`config.mk`:
```
export PLATFORM = sky130hd
export DESIGN_NAME = fxc_conv
export DESIGN_NICKNAME = d
export VERILOG_FILES = /design/src/rtl/fxc_pkg.sv /design/src/rtl/fxc_unpack.sv /design/src/rtl/fxc_shift.sv /design/src/rtl/fxc_range.sv /design/src/rtl/fxc_conv.sv
export SDC_FILE = /design/constraint.sdc
export NUM_CORES = 1
export LEC_CHECK = 0
export ABC_AREA = 1
export BUFFER_PORTS_ARGS = -buffer_cell sky130_fd_sc_hd__buf_2
export CAP_MARGIN = 40
export CELL_PAD_IN_SITES_DETAIL_PLACEMENT = 0
export CELL_PAD_IN_SITES_GLOBAL_PLACEMENT = 2
export CORE_MARGIN = 1.5
export CORE_UTILIZATION = 31
export CTS_BUF_LIST = sky130_fd_sc_hd__clkbuf_8
export CTS_CLUSTER_SIZE = 20
export DETAILED_ROUTE_END_ITERATION = 6
export HOLD_SLACK_MARGIN = 0.15
export PLACE_DENSITY = 0.89
export SLEW_MARGIN = 20
export SYNTH_ARGS = -nofsm -noshare
export SYNTH_HDL_FRONTEND = slang
export SYNTH_SLANG_ARGS = --single-unit
```
`constraint.sdc`:
```
create_clock -name clk_i -period 0.8 [get_ports clk_i]
set_input_delay 0.08 -clock clk_i [delete_from_list [all_inputs] [get_ports clk_i]]
set_output_delay 0.08 -clock clk_i [all_outputs]
set_load 0.01 [all_outputs]
```
`src/rtl/fxc_pkg.sv`:
```
package fxc_pkg;
  localparam int MANT_W = 24;          // hidden bit + binary32 fraction
  localparam int EXP_W  = 10;
  localparam int SH_W   = 11;
  localparam int MAG_W  = 64;
  localparam int DST_W  = 32;
  localparam int HALF_W = DST_W / 2;
  localparam int SH_CAP = MAG_W - MANT_W;
  localparam int FBIAS  = MANT_W - 1;

  typedef struct packed {
    logic              sign;
    logic              is_nan;
    logic              is_inf;
    logic [EXP_W-1:0]  exp;   // unbiased, two's complement
    logic [MANT_W-1:0] mant;  // hidden bit at MSB
  } fxc_unp_t;
endpackage

```
`src/rtl/fxc_unpack.sv`:
```
module fxc_unpack
  import fxc_pkg::*;
(
  input  logic [DST_W-1:0] src_i,
  input  logic             prec_i,
  output fxc_unp_t         unp_o
);
  logic [7:0]  e8;
  logic [22:0] m23;
  logic [4:0]  e5;
  logic [9:0]  m10;

  assign e8  = src_i[30:23];
  assign m23 = src_i[22:0];
  assign e5  = src_i[14:10];
  assign m10 = src_i[9:0];

  always_comb begin
    if (prec_i) begin
      unp_o.sign   = src_i[31];
      unp_o.is_nan = (&e8) && (|m23);
      unp_o.is_inf = (&e8) && !(|m23);
      unp_o.exp    = (e8 == '0) ? -EXP_W'(126) : EXP_W'(e8) - EXP_W'(127);
      unp_o.mant   = {|e8, m23};
    end else begin
      unp_o.sign   = src_i[15];
      unp_o.is_nan = (&e5) && (|m10);
      unp_o.is_inf = (&e5) && !(|m10);
      unp_o.exp    = (e5 == '0) ? -EXP_W'(14) : EXP_W'(e5) - EXP_W'(15);
      unp_o.mant   = {|e5, m10, 13'b0};
    end
  end
endmodule

```
`src/rtl/fxc_shift.sv`:
```
module fxc_shift
  import fxc_pkg::*;
(
  input  logic [MANT_W-1:0] mant_i,
  input  logic [SH_W-1:0]   sh_i,     // signed left-shift amount
  output logic [MAG_W-1:0]  mag_o,
  output logic              big_o,    // magnitude beyond MAG_W
  output logic              sticky_o
);
  logic [SH_W-1:0] rs;

  always_comb begin
    mag_o    = '0;
    big_o    = 1'b0;
    sticky_o = 1'b0;
    rs       = -sh_i;
    if (!sh_i[SH_W-1] && (sh_i > SH_W'(SH_CAP))) begin
      big_o = |mant_i;
    end else if (!sh_i[SH_W-1]) begin
      mag_o = MAG_W'(mant_i) << sh_i[5:0];
    end else if (rs >= SH_W'(MANT_W)) begin
      sticky_o = |mant_i;
    end else begin
      mag_o    = MAG_W'(mant_i >> rs[4:0]);
      sticky_o = |(mant_i & ((MANT_W'(1) << rs[4:0]) - MANT_W'(1)));
    end
  end
endmodule

```
`src/rtl/fxc_range.sv`:
```
module fxc_range
  import fxc_pkg::*;
(
  input  fxc_unp_t          unp_i,
  input  logic [MAG_W-1:0]  mag_i,
  input  logic              big_i,
  input  logic              wide_i,
  input  logic              unsigned_i,
  output logic [DST_W-1:0]  res_o,
  output logic              ovf_o
);
  logic [MAG_W-1:0] lim_pos, lim_neg, val;
  logic             huge;

  assign huge = unp_i.is_inf | big_i;

  always_comb begin
    lim_pos = wide_i ? MAG_W'(64'hFFFF_FFFF) : MAG_W'(64'hFFFF);
    if (!unsigned_i) lim_pos = lim_pos >> 1;
    lim_neg = unsigned_i ? '0 : (wide_i ? MAG_W'(64'h8000_0000) : MAG_W'(64'h8000));
    ovf_o   = 1'b0;
    if (unp_i.is_nan) begin
      val   = '0;
      ovf_o = 1'b1;
    end else if (unp_i.sign) begin
      if (huge || (mag_i > lim_neg)) begin
        val   = -lim_neg;
        ovf_o = 1'b1;
      end else begin
        val = -mag_i;
      end
    end else if (huge || (mag_i > lim_pos)) begin
      val   = lim_pos;
      ovf_o = 1'b1;
    end else begin
      val = mag_i;
    end
  end

  always_comb begin
    if (wide_i)          res_o = val[DST_W-1:0];
    else if (unsigned_i) res_o = {{HALF_W{1'b0}}, val[HALF_W-1:0]};
    else                 res_o = {{HALF_W{val[HALF_W-1]}}, val[HALF_W-1:0]};
  end
endmodule

```
`src/rtl/fxc_conv.sv`:
```
module fxc_conv
  import fxc_pkg::*;
(
  input  logic             clk_i,
  input  logic             rst_ni,
  input  logic             valid_i,
  input  logic [DST_W-1:0] src_i,
  input  logic             prec_i,
  input  logic             unsigned_i,
  input  logic             wide_i,
  input  logic [4:0]       imm_i,
  output logic             valid_o,
  output logic             wr_en_o,
  output logic [DST_W-1:0] dst_o,
  output logic             illegal_o,
  output logic             invalid_o,
  output logic             inexact_o
);
  fxc_unp_t         unp;
  logic [5:0]       frac;
  logic             bad_enc;
  logic [SH_W-1:0]  sh;
  logic [MAG_W-1:0] mag;
  logic             big, sticky, ovf;
  logic [DST_W-1:0] res;

  assign bad_enc = !wide_i && (imm_i > 5'd16);
  assign frac    = (wide_i ? 6'd32 : 6'd16) - {1'b0, imm_i};
  assign sh      = {unp.exp[EXP_W-1], unp.exp} - SH_W'(FBIAS) + SH_W'(frac);

  fxc_unpack u_unpack (
    .src_i  (src_i),
    .prec_i (prec_i),
    .unp_o  (unp)
  );

  fxc_shift u_shift (
    .mant_i   (unp.mant),
    .sh_i     (sh),
    .mag_o    (mag),
    .big_o    (big),
    .sticky_o (sticky)
  );

  fxc_range u_range (
    .unp_i      (unp),
    .mag_i      (mag),
    .big_i      (big),
    .wide_i     (wide_i),
    .unsigned_i (unsigned_i),
    .res_o      (res),
    .ovf_o      (ovf)
  );

  always_ff @(posedge clk_i or negedge rst_ni) begin
    if (!rst_ni) begin
      valid_o   <= 1'b0;
      wr_en_o   <= 1'b0;
      illegal_o <= 1'b0;
      invalid_o <= 1'b0;
      inexact_o <= 1'b0;
      dst_o     <= '0;
    end else begin
      valid_o   <= valid_i;
      wr_en_o   <= valid_i && !bad_enc;
      illegal_o <= valid_i && bad_enc;
      invalid_o <= valid_i && !bad_enc && ovf;
      inexact_o <= valid_i && !bad_enc && !ovf && sticky;
      if (valid_i && !bad_enc) dst_o <= res;
    end
  end
endmodule

```
==> impl_metrics.toml <==
[outcome]
outcome = "complete, but fails checks"
violations = "setup timing"

[floorplanning]
fp.dieH_um = 177
core_sq_um = 29800
ioPinCount = 80
start_util_pct = 31.6
fp.dieArea_sq_um = 31400
std_cell_rows = 63
die_w_um = 177

[finish]
design_area_sq_um = 15900
layout.nets = 2539
area_growth_pct = 69.3
finalNonFillerCells = 2837
final_common_cell = "nand2_1"
drive_gt1_share_pct = 38.6
final_util_pct = 53.5
final_cell_mix = "nand2_1, buf_4, nand3_1, nor2_1, inv_1"
n_antenna_cell = 0

[drt]
routed_wl_um = 45000
drt-vias-per-instance = 5.12
drc_errors = 0
initialDrtViolationCount = 1372
dr_total_vias = 14519
drtPass1Iterations = 6
wl_per_cell_um = 15.9
ant_nets = 0

[setup_path]
cp_max_fo = 9
reg2reg_from = "dst_o[31]"
startpoint_type = "input port"
worst_path_most_repeated_cell = "nand2_2"
cp.arrival_ns = 5.28
worstSetupStartpoint = "src_i[24]"
crit_type = "input port to flip-flop"
cp_slowest_cell = "fa_2"
critPathMaxStageDelay_ns = 0.63
crit_family = "simple AND/OR/NAND/NOR gates"
critical_path_required_ns = 1.04
worstPathBufferInverterCount = 9
critPathCaptureType = "flip-flop"

[placed_design]
dp_slack_ns = -4.77
port_buffers = 79
place_hpwl_um = 36600
dpl.cell_count = 2736
dpl_cell_area_sq_um = 14200
gp_congestion = 1.05

[power]
seq_power_share_pct = 5.8
power.density_nw_per_um2 = 2990
ir_worst_vdd_mv = 1.06
cell_internal_pwr_uw = 22500
pwr-share-comb_pct = 91.2
switching_share_pct = 52.8
power.switching_uw = 25200
power.share.clock_pct = 2.9
p_leak_uw = 0.00898

[synthesis]
synth_area_sq_um = 9410
synth_warnings = 0
ys_seq_area_share_pct = 9.84
ys_ff_latch = 37
syn_area_per_cell_sq_um = 5.15
syn_nets = 1921
synthDistinctLibCells = 49
synthCells = 1828

[clock_network]
clk_latency_ns = 0.29
cts-root-buf = "clkbuf_8"
cts.htree.levels = 2
cts_max_path_buffers = 2
cts.clk_slew.worst_paths_ns = 0.07
tritoncts = "done"
clock_sinks = 37
cts_made_buffers = 5

[timing]
rsz0062_at_grt = "true"
hold_viol_final = 0
slew_violations = 0
min_period_over_period_pct = 631
layout_setup_ws_ns = -4.24
maxSlewHeadroom_pct = 45.4
finalSetupViolations = 72
period_needed_ns = 5.04
fmax_mhz = 198
final.setup.tns_ns = -144.07
worstMarginPinSlew_ns = 0.816
finClkSkew_ns = 0

[job]
maxCapViolations = 0

[global_route]
antenna_found_initial = 0
overflow = 0
grt_pass1_wl_um = 70200
grt_use_total_pct = 28.1
grt_pass1_vias = 13472
grt_max_degree = 38

[worst_hold_path]
min_path_type = "input port to flip-flop"
worstHoldStart = "valid_i"
==> state kept, by name, indices dropped and copies added (netlist names) <==
signal,cells
dst_o,32
illegal_o,1
inexact_o,1
invalid_o,1
valid_o,1
wr_en_o,1
==> metrics by stage <==
step / hold slack [ns] / total power, uW
after detailed placement: 0.0597 / 40600
final: 0.232 / 47700
after global placement: 0.0529 / 40300
after floorplan: -0.216 / 24400
after global routing: 0.231 / 51800
after CTS: 0.283 / 44600
==> metal layers <==
metal	part of all wire [%]	wire [um]	global-route usage (%)
met5	0	0	0
met4	3.1	1390	8.47
met3	6.8	3060	2.66
met2	45	20200	45.8
met1	45	20300	38.8
==> cells by family (layout without fill, tap and decap cells) <==
kind of cell               after synthesis  in the layout  synth area share, %
AOI/OAI and AO/OA                      177            177                 11.0
DFF                                     37             37                 9.84
xor gates and xnor gates                23             23                 2.14
and+or+nand+nor                       1289           1291                 59.6
buffers and inverters                  252            869                 10.7
adders and majority gates               50             50                 6.73
==> power by group through the flow <==
stage,logic [uW],clock network [uW],registers (uW)
detailed placement,37800,0,2830
floorplan,21300,0,3130
CTS,40400,1430,2780
global route,47400,1500,2850
global placement,37500,0,2800
finish,43500,1400,2790
==> cell type report <==
type / instances / area, sq um
Sequential cell: 37 / 926
Fill cell: 3051 / 13900
Clock inverter: 1 / 5.00
Timing Repair Buffer: 682 / 5240
Inverter: 179 / 729
Multi-Input combinational cell: 1541 / 8450
Clock buffer: 7 / 96.3
Tap cell: 390 / 488
==> timing repair <==
| item | in CTS | in global routing |
|---|---|---|
| endpoints found under the setup margin | 73 | 73 |
| hold buffers | 2 | 0 |
| buffers inserted | 57 | 33 |
| pin swaps | 63 | 69 |
| gates resized for setup | 107 | 135 |
| gates cloned | 5 | 2 |
| endpoints found under the hold margin | 39 | 0 |
==> worst register-to-register path, cell delays in order, from the launching register on <==
cell,delay (ns)
dfrtp_1,0.39
buf_4,0.13
buf_4,0.12
nand2_1,0.06
nand2_1,0.05
==> cell usage after synthesis, drive strengths merged <==
cell,count,share of area [%]
nand2,709,29
nand3,288,16
nor2,190,8.4
inv,177,7.1
o21ai,79,4.4
ha,49,6.5
a21oi,48,2.6
nand4,39,2.6
buf,38,2.1
dfrtp,37,9.8
nor3,36,1.9
clkbuf,35,1.4
xor2,17,1.6
o211ai,12,0.96
or2,12,0.80
o22ai,8,0.53
nor4,7,0.47
o31ai,6,0.48
xnor2,6,0.56
a21boi,5,0.40
o21bai,4,0.32
a211oi,3,0.24
and2,3,0.20
nand3b,3,0.24
o2111ai,3,0.28
o21a,3,0.24
a31oi,2,0.13
clkinv,2,0.080
o221ai,2,0.19
a32o,1,0.11
and3,1,0.067
fa,1,0.21
nor4b,1,0.093
o311ai,1,0.093
==> worst paths after layout <==
kind	endpoint	slack [ns]	cells after the start
max in group asynchronous	dst_o[26]	0.34	3
hold / removal	valid_o	0.23	3
setup reg to reg	dst_o[31]	-0.05	4
setup / recovery	dst_o[21]	-4.24	38
min in group asynchronous	dst_o[10]	0.28	3
hold reg to reg	dst_o[20]	0.47	2
Note: power is estimated with default switching activity, not from simulation.
